### src/rtl/i2c_mm_master.sv
module i2c_mm_master #(
  parameter int DIV_W = 16
) (
  input  logic             clk,
  input  logic             rst_n,
  input  logic [DIV_W-1:0] half_period,
  input  logic             cmd_valid,
  output logic             cmd_ready,
  input  logic [1:0]       cmd_op,
  input  logic [7:0]       cmd_data,
  input  logic             cmd_nack,
  output logic [7:0]       rd_data,
  output logic             ack_rcvd,
  output logic             done,
  output logic             arb_lost,
  output logic             bus_busy,
  input  logic             scl_i,
  input  logic             sda_i,
  output logic             scl_oe,
  output logic             sda_oe
);
  localparam logic [1:0] OP_START = 2'd0, OP_WRITE = 2'd1, OP_READ = 2'd2, OP_STOP = 2'd3;

  typedef enum logic [3:0] {
    IDLE, WAITFREE, START, HOLD, RS_LOW, RS_HIGHW, RS_SETUP,
    B_LOW, B_HIGHW, B_HIGH, P_LOW, P_HIGHW, P_HIGH, P_FREE
  } st_t;

  st_t              st;
  logic [DIV_W-1:0] cnt;
  logic [8:0]       sh;
  logic [3:0]       bitn;
  logic             rd_mode;
  logic [1:0]       scl_sy, sda_sy;
  logic             scl_q, sda_q;
  logic             scl_s, sda_s, phase_end;

  assign scl_s     = scl_sy[1];
  assign sda_s     = sda_sy[1];
  assign phase_end = (cnt == half_period - 1'b1);
  assign cmd_ready = (st == IDLE) || (st == HOLD);

  always_ff @(posedge clk) begin
    if (!rst_n) begin
      scl_sy <= 2'b11; sda_sy <= 2'b11; scl_q <= 1'b1; sda_q <= 1'b1; bus_busy <= 1'b0;
    end else begin
      scl_sy <= {scl_sy[0], scl_i};
      sda_sy <= {sda_sy[0], sda_i};
      scl_q  <= scl_s;
      sda_q  <= sda_s;
      if (scl_s && scl_q && sda_q && !sda_s)      bus_busy <= 1'b1;
      else if (scl_s && scl_q && !sda_q && sda_s) bus_busy <= 1'b0;
    end
  end

  always_ff @(posedge clk) begin
    if (!rst_n) begin
      st <= IDLE; cnt <= '0; sh <= '1; bitn <= '0; rd_mode <= 1'b0;
      rd_data <= '0; ack_rcvd <= 1'b0; done <= 1'b0; arb_lost <= 1'b0;
      scl_oe <= 1'b0; sda_oe <= 1'b0;
    end else begin
      done <= 1'b0;
      case (st)
        IDLE: begin
          scl_oe <= 1'b0;
          sda_oe <= 1'b0;
          if (cmd_valid) begin
            if (cmd_op == OP_START) begin
              arb_lost <= 1'b0;
              cnt <= '0;
              st <= WAITFREE;
            end else done <= 1'b1;
          end
        end
        WAITFREE: begin
          if (!bus_busy && scl_s && sda_s) begin
            if (phase_end) begin sda_oe <= 1'b1; cnt <= '0; st <= START; end
            else cnt <= cnt + 1'b1;
          end else cnt <= '0;
        end
        START: begin
          if (phase_end) begin scl_oe <= 1'b1; cnt <= '0; done <= 1'b1; st <= HOLD; end
          else cnt <= cnt + 1'b1;
        end
        HOLD: begin
          scl_oe <= 1'b1;
          sda_oe <= 1'b0;
          cnt <= '0;
          if (cmd_valid) begin
            case (cmd_op)
              OP_WRITE: begin sh <= {cmd_data, 1'b1}; rd_mode <= 1'b0; bitn <= '0; st <= B_LOW; end
              OP_READ:  begin sh <= {8'hFF, cmd_nack}; rd_mode <= 1'b1; bitn <= '0; st <= B_LOW; end
              OP_STOP:  st <= P_LOW;
              default:  st <= RS_LOW;
            endcase
          end
        end
        RS_LOW, P_LOW, B_LOW: begin
          if (cnt == '0) sda_oe <= (st == P_LOW) || (st == B_LOW && !sh[8] && !arb_lost);
          if (phase_end) begin
            scl_oe <= 1'b0;
            cnt <= '0;
            st <= (st == RS_LOW) ? RS_HIGHW : (st == P_LOW) ? P_HIGHW : B_HIGHW;
          end else cnt <= cnt + 1'b1;
        end
        RS_HIGHW, P_HIGHW, B_HIGHW: begin
          cnt <= '0;
          if (scl_s) st <= (st == RS_HIGHW) ? RS_SETUP : (st == P_HIGHW) ? P_HIGH : B_HIGH;
        end
        RS_SETUP: begin
          if (phase_end) begin sda_oe <= 1'b1; cnt <= '0; st <= START; end
          else cnt <= cnt + 1'b1;
        end
        B_HIGH: begin
          if (cnt == '0) begin
            if (bitn < 4'd8) rd_data <= {rd_data[6:0], sda_s};
            else ack_rcvd <= !sda_s;
            if (!rd_mode && bitn < 4'd8 && sh[8] && !sda_s) arb_lost <= 1'b1;
          end
          if (phase_end) begin
            cnt <= '0;
            sh <= {sh[7:0], 1'b1};
            done <= (bitn == 4'd8);
            if (bitn != 4'd8) begin
              scl_oe <= 1'b1; bitn <= bitn + 1'b1; st <= B_LOW;
            end else if (arb_lost) begin
              sda_oe <= 1'b0; st <= IDLE;
            end else begin
              scl_oe <= 1'b1; st <= HOLD;
            end
          end else cnt <= cnt + 1'b1;
        end
        P_HIGH: begin
          if (phase_end) begin sda_oe <= 1'b0; cnt <= '0; st <= P_FREE; end
          else cnt <= cnt + 1'b1;
        end
        P_FREE: begin
          if (phase_end) begin cnt <= '0; done <= 1'b1; st <= IDLE; end
          else cnt <= cnt + 1'b1;
        end
        default: st <= IDLE;
      endcase
    end
  end

  assert_sda_moves_in_low_R2: assert property (@(posedge clk) disable iff (!rst_n)
    (st == B_LOW && !$stable(sda_oe)) |-> (scl_oe && $past(scl_oe)));

  assert_start_only_when_free_R3: assert property (@(posedge clk) disable iff (!rst_n)
    (st == START && $past(st) == WAITFREE) |-> !$past(bus_busy));

  assert_lost_releases_sda_R6: assert property (@(posedge clk) disable iff (!rst_n)
    arb_lost |-> !sda_oe);

  assert_high_counted_after_seen_R7: assert property (@(posedge clk) disable iff (!rst_n)
    (st == B_HIGH && $past(st) == B_HIGHW) |-> $past(scl_s));

  assert_done_at_rest_R8: assert property (@(posedge clk) disable iff (!rst_n)
    done |-> (st == HOLD || st == IDLE));
endmodule

### config.mk
export PLATFORM = sky130hd
export DESIGN_NAME = i2c_mm_master
export DESIGN_NICKNAME = d
export VERILOG_FILES = /design/src/rtl/i2c_mm_master.sv
export SDC_FILE = /design/constraint.sdc
export NUM_CORES = 1
export LEC_CHECK = 0
export ABC_AREA = 1
export BUFFER_PORTS_ARGS = -buffer_cell sky130_fd_sc_hd__clkbuf_2
export CORE_MARGIN = 2
export CORE_UTILIZATION = 64
export DETAILED_ROUTE_END_ITERATION = 8
export PLACE_DENSITY_LB_ADDON = 0.05
export SLEW_MARGIN = 20
export SYNTH_ARGS = -nofsm -noshare
export SYNTH_HDL_FRONTEND = slang
export SYNTH_SLANG_ARGS = --single-unit
### constraint.sdc
create_clock -name clk -period 5.5 [get_ports clk]
set_input_delay 1.1 -clock clk [delete_from_list [all_inputs] [get_ports clk]]
set_output_delay 1.1 -clock clk [all_outputs]
set_load 0.02 [all_outputs]
### Word-level counts from Yosys, hierarchy flattened

Cells that the tools add are included.

* output and inout port bits: 15
* input port bits: 32
* word-level logic and storage cells: 165
* register bits: 54

* magnitude comparators: 1
* multiplexer cells: 59
* eq/ne operators: 38
* reduce and logical (&&, ||, !) cells: 47
* add/subtract/negate cells: 3
* bitwise logic cells: 1

Operators by type and width (count)
* two-way mux 4 bit: 17
* two-way mux 16 bit: 4
* case mux 16 bit (4 select lines): 1
* case mux 4 bit (10 select lines): 1
* case mux 9 bit (2 select lines): 2
* != test 2 bit, second input constant: 16
* equality test 4 bit, second input constant: 7
* two-way mux 1 bit: 21
* two-way mux 9 bit: 2
* adder 16 x 1 -> 16 bit, second input constant: 1
* equality test 16 bit: 1
* equality test 4 x 3 -> 1 bit, second input constant: 4
* zero test 16 bit: 1
* case mux 4 bit (2 select lines): 2
* subtractor 16 x 1 -> 16 bit, second input constant: 1
* AND reduction 5 bit: 3
* logical AND 1 bit: 12
* AND reduction 3 bit: 4
* AND reduction 10 bit: 1
* equality test 4 x 2 -> 1 bit, second input constant: 2
* nonzero test 2 bit: 4
* OR reduction 8 bit: 1
* AND reduction 7 bit: 1
* zero test 1 bit: 6
* other kinds (26): 34

### Logic depth before layout (Yosys ltp)

Gate-level depths: netlist of the first run.

* depth in word-level cells: 7
* gate-level depth with buffers: 19
* depth with buffers taken out: 19

### Worst setup path after synthesis of the first run

Ideal clock, no wire load.

* path type: input port to flip-flop
* start: input port half_period[0]
* end: register st[1]
* setup slack: 2733 ps
* library setup time: 128 ps
* path buffers: 0
* data required time: 5372 ps
* stages: 15
* data arrival time: 2639 ps
* cell sequence: inv_1 ha_1 nand2_2 nor2_4 nand3_1 nand2_1 inv_2 nor2_2 nand4_4 nand2_2 nand2_2 nor2_4 nand2_1 nand2_1 nor2_1

* cells in the longest elaborated chain, start to end: 5
* elaborated cells between the ends (all ways): 11
* classes of those cells: add/sub: 1; eq/ne: 6; mux: 3; reduce/logical: 1

RTL lines
* start: declaration: line 6 `input logic [DIV_W-1:0] half_period,`
* subtractor 16 x 1 -> 16 bit (*): line 40 `assign phase_end = (cnt == half_period - 1'b1);`
* equality test 16 bit (*): line 40
* two-way mux 4 bit (2 in series)
* case mux 4 bit (10 select lines)
* end signal: assignment: line 103 `st <= (st == RS_LOW) ? RS_HIGHW : (st == P_LOW) ? P_HIGHW : B_HIGHW;`
* end signal: assignment: line 108 `if (scl_s) st <= (st == RS_HIGHW) ? RS_SETUP : (st == P_HIGHW) ? P_HIGH : B_HIGH;`
* end: declaration: line 29 `st_t st;`

Every way passes the cells marked *; elsewhere a longest branch is shown, timed or not. The select of a mux whose other input is x is not followed.
A chain may end at the register's enable or synchronous reset.

### Worst setup path in the final report of the first run

* start: input port half_period[0]
* end: register cnt[14]

* cells in the longest elaborated chain, start to end: 5

RTL lines
* subtractor 16 x 1 -> 16 bit (*): line 40
* equality test 16 bit (*): line 40
* two-way mux 16 bit (*)
* two-way mux 16 bit: line 76 `if (!bus_busy && scl_s && sda_s) begin`
* case mux 16 bit (4 select lines) (*): line 63 `case (st)`
* end signal: assignment: line 78 `else cnt <= cnt + 1'b1;`
* end signal: assignment: line 83 `else cnt <= cnt + 1'b1;`
* end signal: assignment: line 112 `else cnt <= cnt + 1'b1;`
* end: declaration: line 30 `logic [DIV_W-1:0] cnt;`

Every way passes the cells marked *; elsewhere a longest branch is shown, timed or not.

==> results.tsv, run 1 <==
metric	value	unit
status	finished, final reports clean	
place_area	4170	µm²
drt-wirelength-per-cell	12.9	µm
netlist_instances	623	
ios	47	
p_per_area	304	nW/µm²
final_layout_size_suffix_gt1_frac	0.140	
leakagePower	2.02	nW
startpoint_type	input port	
ys_warn_count	0	
tightest_slew	796	ps
final.period_utilization	0.527	
drt_iter0_markers	313	
antenna_found_initial	0	
synthFlopType	dfxtp_1	
clock_latency	320	ps
final_cells	737	
rr_startpoint	st[0]$_SDFFE_PN0P_	
slew_headroom	0.466	
ctsResizeCount	0	
port_buffers	46	
grtUsageTotal	0.283	
required	5680	ps
area_delta_synth_final	8.77	%
end_kind	flop	
grt_pass1_wl	14900	µm
grt_use_met2	0.449	
vias	4066	
final_cell_mix	nand2_1, inv_1, nor2_1	
grt_util_met1	0.400	
cp_max_fo	11	
viasPerCell	5.52	
synthesis.nets	666	
gp_congestion	0.915	
numCtsBuffers	5	
ys_types	42	
finalSetupTns	0	ps
synth-edff-count	0	
grt_max_degree	29	
dieHeight	82.2	µm
postCtsHoldBufs	0	
r2r_setup_slack	3100	ps
worstPathArrival	3080	ps
hold_violations	0	
dp_hpwl	7300	µm
rsz0062_at_grt	no	
ys_ff_latch	54	
drc	0	
initial_core_util	0.660	
grtUsageMet3	0.0457	
routed_wl	9480	µm
dp_cells	730	
setup.worst_path.start	half_period[0]	
setup.worst_path.class	input port to flop	
die_area	6750	µm²
ff2ff_path_depth	10	
worst_clock_skew	9.12	ps
synth_area	3910	µm²
final_util	0.718	
overflow	0	
fp-row-count	28	
drtPass1Iterations	6	
die_w	82.2	µm
period_minus_slack	2900	ps
cts_setup_buffers	0	
ant_nets	0	
cts.clk_slew.worst_paths	100	ps
stdcell_area	4250	µm²
diodes	0	
seq_area_frac_synth	0.276	
syn_area_per_cell	6.28	µm²
clkSinkCount	54	
setup_viol	0	
cap_violations	0	
coreArea	5920	µm²
htreeDepth	2	
drv_slew	0	
whs	432	ps
hp-class	flop to flop	
grt-busiest-layer	met2	
max-vdd-ir-drop	204	µV
final_common_cell	nand2_1	
grt_pass1_vias	3393	
r2r_end	bitn[3]$_SDFFE_PN0P_	
async_reset_ff_frac	0	
root_buffer	clkbuf_8	
layout.nets	705	
fmax	345	MHz
clock_path_buffers	2	
cts_tree	yes	
crit_end	cnt[14]$_SDFFE_PN0P_	
-- cells in the mapped netlist, types with 4 or more instances --
master,count,area share
nor2_2,10,0.016
inv_1,90,0.086
nor2_1,73,0.070
nor4_1,5,0.0080
ha_1,11,0.035
nor3_2,4,0.010
nor2_4,5,0.014
a21oi_1,41,0.052
nand3_1,30,0.038
clkbuf_1,9,0.0086
o21ai_0,29,0.037
o22ai_1,7,0.011
or2_2,4,0.0064
nor3_1,10,0.013
nand4_1,9,0.014
nand2_2,8,0.013
dfxtp_1,54,0.28
nand3b_1,10,0.019
xnor2_1,7,0.016
nand2_1,161,0.15
xor2_1,15,0.034
-- report_power, final --
group          switching [mW]  leakage, nW  internal (mW)
clock                   0.141       0.0450         0.0909
sequential             0.0368        0.439          0.435
combinational           0.395         1.54          0.192
-- worst min path at each step --
| stage | from | to | slack [ps] | depth (start not counted) |
|---|---|---|---|---|
| finish | sda_sy[0]$_SDFF_PN1_ | sda_sy[1]$_SDFF_PN1_ | 430 | 1 |
| global route | sda_sy[0]$_SDFF_PN1_ | sda_sy[1]$_SDFF_PN1_ | 450 | 1 |
| CTS | sda_sy[0]$_SDFF_PN1_ | sda_sy[1]$_SDFF_PN1_ | 440 | 1 |
| detailed placement | sda_sy[0]$_SDFF_PN1_ | sda_sy[1]$_SDFF_PN1_ | 410 | 1 |
| global placement | sda_sy[0]$_SDFF_PN1_ | sda_sy[1]$_SDFF_PN1_ | 400 | 1 |
| floorplan | scl_sy[0]$_SDFF_PN1_ | scl_sy[1]$_SDFF_PN1_ | 390 | 1 |
-- critical path: stages --
cell	delay, ps
clkbuf_2	90
inv_1	130
ha_1	270
nand2_2	120
nor2_4	170
nand3_1	90
nand2_1	100
inv_2	40
nor2_2	140
nand4_4	210
nand2_1	350
nor2_1	90
o21ai_0	90
a21oi_1	80
-- registers in the layout, indices dropped and copies added (netlist names) --
signal	count
ack_rcvd	1
arb_lost	1
bitn	4
bus_busy	1
cnt	16
done	1
rd_data	8
rd_mode	1
scl_oe	1
scl_q	1
scl_sy	2
sda_oe	1
sda_q	1
sda_sy	2
sh	9
st	4
-- metal layers --
| layer | wire (µm) | part of all wire |
|---|---|---|
| met3 | 678 | 0.072 |
| met2 | 4280 | 0.45 |
| met5 | 0 | 0 |
| met4 | 166 | 0.018 |
| met1 | 4360 | 0.46 |
-- stage by stage --
stage	setup slack (ps)	total power [mW]
floorplan	2730	0.935
global placement	2380	1.05
detailed placement	2250	1.06
CTS	2600	1.29
global route	2350	1.39
finish	2600	1.29
-- kinds of logic after synthesis --
kind of cell,Yosys count,share of synthesized area
simple gates,339,0.401
buf+inv,107,0.107
fa+ha+maj,11,0.0352
flops,54,0.276
xor+xnor,22,0.0493
compound gates,90,0.132
-- final cells by class --
class | count | area (µm²)
Tap cell | 75 | 93.8
Inverter | 93 | 349
Sequential cell | 54 | 1080
Multi-Input combinational cell | 462 | 2410
Timing Repair Buffer | 46 | 230
Fill cell | 518 | 1670
Clock inverter | 2 | 17.5
Clock buffer | 5 | 68.8
Power figures use the tool's default switching activity.
==> run 2: changes to the inputs <==
--- a/config.mk
+++ b/config.mk
@@ -8,7 +8,7 @@
 export ABC_AREA = 1
 export BUFFER_PORTS_ARGS = -buffer_cell sky130_fd_sc_hd__clkbuf_2
 export CORE_MARGIN = 2
-export CORE_UTILIZATION = 64
+export CORE_UTILIZATION = 59
 export DETAILED_ROUTE_END_ITERATION = 8
 export PLACE_DENSITY_LB_ADDON = 0.05
 export SLEW_MARGIN = 20
==> constraint.sdc (replaced) <==
create_clock -name clk -period 2.9 [get_ports clk]
set_input_delay 0.58 -clock clk [delete_from_list [all_inputs] [get_ports clk]]
set_output_delay 0.58 -clock clk [all_outputs]
set_load 0.02 [all_outputs]
==> results.tsv, run 2 (same netlist as run 1, synthesis figures left out) <==
metric	value	unit
port_buffers	46	
initial_core_util	0.612	
grt_max_degree	28	
cp_max_fo	11	
cts.clk_slew.worst_paths	100	ps
cts_setup_buffers	0	
overflow	0	
grtUsageTotal	0.258	
hold_violations	0	
grt_pass1_wl	15500	µm
slew_headroom	0.666	
worst_clock_skew	8.57	ps
p_int	1.40	mW
grt_pass1_vias	3604	
viasPerCell	5.33	
final.period_utilization	0.835	
period_minus_slack	2420	ps
p_clk_frac	0.184	
clock_latency	310	ps
largest_reg_flops	16	
max-vdd-ir-drop	457	µV
rsz0062_at_grt	no	
drt-wirelength-per-cell	12.4	µm
reg.largest.list	cnt x16, sh x9, rd_data x8	
numCtsBuffers	5	
p_sw	1.09	mW
dp_hpwl	7330	µm
root_buffer	clkbuf_8	
setup.worst_path.class	input port to flop	
fmax	413	MHz
routed_wl	9220	µm
ant_nets	0	
drv_slew	0	
final_cell_mix	nand2_1, inv_1, nor2_1	
total_power	2.50	mW
leakagePower	2.05	nW
die_w	85.4	µm
clock_path_buffers	2	
p_per_area	580	nW/µm²
tightest_slew	488	ps
diodes	0	
drt_iter0_markers	221	
ios	47	
layout.nets	710	
ctsResizeCount	0	
startpoint_type	input port	
antenna_found_initial	0	
finalSetupTns	0	ps
vias	3974	
pwr-share-seq	0.357	
setup_viol	0	
cts_tree	yes	
clkSinkCount	54	
postCtsHoldBufs	0	
combPwrFrac	0.459	
hp-class	flop to flop	
die_area	7290	µm²
gp_congestion	0.942	
status	finished, final reports clean	
worstPathArrival	2630	ps
swShare	0.438	
final_common_cell	nand2_1	
cap_violations	0	
required	3110	ps
drc	0	
dieHeight	85.4	µm
area_delta_synth_final	10.1	%
end_kind	flop	
drtPass1Iterations	5	
largest-register	cnt	
coreArea	6390	µm²
htreeDepth	2	
final_layout_size_suffix_gt1_frac	0.148	
fp-row-count	29	
## run 2: worst paths after layout
kind | from | end | slack (ps) | cells after the start
worst min register to register | scl_sy[0]$_SDFF_PN1_ | scl_sy[1]$_SDFF_PN1_ | 420 | 1
worst min-delay path | scl_sy[0]$_SDFF_PN1_ | scl_sy[1]$_SDFF_PN1_ | 420 | 1
worst max-delay path | half_period[0] | cnt[14]$_SDFFE_PN0P_ | 480 | 16
worst max register to register | st[3]$_SDFFE_PN0P_ | bitn[2]$_SDFFE_PN0P_ | 770 | 10
## run 2: cell type report
class | count | area, µm²
multi-input cells | 462 | 2410
fillers | 592 | 2080
repair buffers | 51 | 268
inverters | 93 | 349
flip-flops and latches | 54 | 1080
well taps | 77 | 96.3
clock inverters | 2 | 16.3
clock buffers | 6 | 82.6
## run 2: stage by stage
step	hold WS, ps	util	std cells	cell area, µm²	setup WS (ps)
2_1_floorplan	393	-	623	3910	653
6_report	421	0.674	745	4310	480
4_1_cts	422	0.674	745	4310	504
3_3_place_gp	394	0.659	737	4210	248
5_1_grt	427	0.674	745	4310	281
3_5_place_dp	398	0.659	737	4210	180
## run 2: critical path: stages
cell and delay, ps:
clkbuf_2 90, inv_1 130, ha_1 270, nand2_2 120, nor2_1 210, nand2_1 80, nand2_1 90, nand2_1 50
inv_1 50, nand2_1 70, nor2_4 100, nand4_4 180, nand2_1 360, nor2_1 90, o21ai_0 80, a21oi_1 80
## run 2: power groups by stage
stage | combinational (mW) | sequential, mW | clock [mW]
6_report | 1.15 | 0.892 | 0.459
2_1_floorplan | 0.854 | 0.919 | 0
5_1_grt | 1.28 | 0.906 | 0.494
4_1_cts | 1.13 | 0.892 | 0.470
3_3_place_gp | 1.11 | 0.906 | 0
3_5_place_dp | 1.13 | 0.908 | 0
## run 2: routing by layer
metal	up-vias	part of all wire	global-route usage	wire [µm]
met3	18	0.047	0.0282	430
met4	0	0.019	0.0938	175
met2	111	0.50	0.461	4590
li1	2069	-	-	-
met1	1776	0.44	0.320	4020
met5	-	0	0	0
==> run 3: changes to the inputs <==
--- a/config.mk
+++ b/config.mk
@@ -8,7 +8,7 @@
 export ABC_AREA = 1
 export BUFFER_PORTS_ARGS = -buffer_cell sky130_fd_sc_hd__clkbuf_2
 export CORE_MARGIN = 2
-export CORE_UTILIZATION = 59
+export CORE_UTILIZATION = 53
 export DETAILED_ROUTE_END_ITERATION = 8
 export PLACE_DENSITY_LB_ADDON = 0.05
 export SLEW_MARGIN = 20
==> constraint.sdc (replaced) <==
create_clock -name clk -period 2.1 [get_ports clk]
set_input_delay 0.42 -clock clk [delete_from_list [all_inputs] [get_ports clk]]
set_output_delay 0.42 -clock clk [all_outputs]
set_load 0.02 [all_outputs]
==> results.tsv, run 3 (same netlist as run 1, synthesis figures left out) <==
metric	value	unit
final_cells	797	
numCtsBuffers	5	
root_buffer	clkbuf_8	
setup_ws	137	ps
area_delta_synth_final	20.0	%
clock_path_buffers	2	
largest_reg_flops	16	
vias	4114	
drv_slew	0	
cts_tree	yes	
rsz0062_at_grt	yes	
max-vdd-ir-drop	533	µV
fp-row-count	31	
layout.nets	740	
final_common_cell	nand2_1	
final_cell_mix	nand2_1, inv_1, nor2_1	
tightest_slew	411	ps
cap_violations	0	
cp_max_fo	4	
p_per_area	802	nW/µm²
ant_nets	0	
drtPass1Iterations	5	
diodes	0	
gp_congestion	0.955	
port_buffers	46	
dieHeight	89.9	µm
grt_max_degree	27	
coreArea	7210	µm²
post-place-ws	-273	ps
hp-class	input port to flop	
reg.largest.list	cnt x16, sh x9, rd_data x8	
die_area	8080	µm²
cts.clk_slew.worst_paths	110	ps
status	finished, final reports clean	
htreeDepth	2	
dp_hpwl	7690	µm
die_w	89.9	µm
clkSinkCount	54	
end_kind	flop	
viasPerCell	5.16	
slew_headroom	0.719	
largest-register	cnt	
antenna_found_initial	0	
overflow	0	
startpoint_type	flop	
grt_pass1_vias	3807	
initial_core_util	0.542	
drt-wirelength-per-cell	12.4	µm
worst_clock_skew	11.2	ps
final.period_utilization	0.935	
required	2320	ps
fill_cells	701	
r2r_setup_slack	140	ps
leakagePower	2.21	nW
ios	47	
clock_latency	320	ps
drc	0	
hold_violations	0	
dp_cells	788	
setup.worst_path.class	flop to flop	
fmax	509	MHz
worstPathArrival	2180	ps
grt_pass1_wl	16500	µm
grtUsageTotal	0.241	
routed_wl	9850	µm
final_layout_size_suffix_gt1_frac	0.226	
setup_viol	0	
postCtsHoldBufs	0	
drt_iter0_markers	162	
period_minus_slack	1960	ps
[run 3: cell types whose count changed in the layout (fill, tap and decap cells not counted), moves of 3 or more]
cell | before | now
buf_4 | 5 | 35
inv_2 | 2 | 5
nor2_2 | 10 | 17
nor2_1 | 73 | 64
nor3_2 | 4 | 7
dfxtp_1 | 54 | 47
nor3_1 | 10 | 7
dfxtp_2 | 0 | 7
inv_1 | 90 | 87
[run 3: path summary, 6_finish.rpt]
kind	end	startpoint	cells after the start
max	sda_oe$_SDFFE_PN0P_	cnt[1]$_SDFFE_PN0P_	12
min	scl_sy[0]$_SDFF_PN1_	scl_i	2
min reg2reg	sda_sy[1]$_SDFF_PN1_	sda_sy[0]$_SDFF_PN1_	1
max reg2reg	sda_oe$_SDFFE_PN0P_	cnt[1]$_SDFFE_PN0P_	12
[run 3: routing by layer]
| layer | track usage | vias up | share of wire |
|---|---|---|---|
| li1 | - | 2125 | - |
| met1 | 0.285 | 1876 | 0.43 |
| met2 | 0.448 | 93 | 0.51 |
| met3 | 0.0277 | 20 | 0.038 |
| met4 | 0.0910 | 0 | 0.022 |
| met5 | 0 | - | 0 |
[run 3: power by group]
part           total (mW)  internal (mW)  switching [mW]
Combinational        1.79          0.656            1.13
Sequential           1.25           1.15           0.100
Clock               0.730          0.364           0.367
[run 3: per-stage QoR]
| stage | total power [mW] | hold WS (ps) | util | TNS, ps | cell area, µm² |
|---|---|---|---|---|---|
| 2_1_floorplan | 2.45 | 393 | - | 0 | 3910 |
| 3_3_place_gp | 2.91 | 395 | 0.617 | -3740 | 4450 |
| 3_5_place_dp | 2.94 | 399 | 0.617 | -6020 | 4450 |
| 4_1_cts | 3.68 | 280 | 0.634 | 0 | 4580 |
| 5_1_grt | 4.04 | 273 | 0.651 | -72.3 | 4690 |
| 6_report | 3.76 | 282 | 0.651 | 0 | 4690 |
[run 3: final cells by class]
| type | count | area (µm²) | area share |
|---|---|---|---|
| Clock buffer | 5 | 68.8 | 0.0147 |
| Inverter | 93 | 349 | 0.0744 |
| Clock inverter | 3 | 48.8 | 0.0104 |
| Sequential cell | 54 | 1090 | 0.232 |
| Multi-Input combinational cell | 462 | 2520 | 0.537 |
| Tap cell | 99 | 124 | 0.0264 |
| Timing Repair Buffer | 81 | 493 | 0.105 |
[run 3: repair_timing]
| action | in CTS | in global routing |
|---|---|---|
| resized for setup | 1 | 35 |
| setup endpoints to repair | 1 | 31 |
| endpoints found under the hold margin | 0 | 0 |
| gates cloned | 0 | 0 |
| buffers inserted | 0 | 1 |
| pin swaps | 0 | 4 |
[run 3: worst max-delay path, stage by stage (launching register included)]
cell      delay, ps
dfxtp_2         350
inv_1           120
ha_1            170
inv_1            60
nor4_2          290
buf_4           170
nand2_1         110
a211oi_2        220
nand2_1          80
nor2_1          130
nand2_1          60
nand2_1          50
nor2_1           40
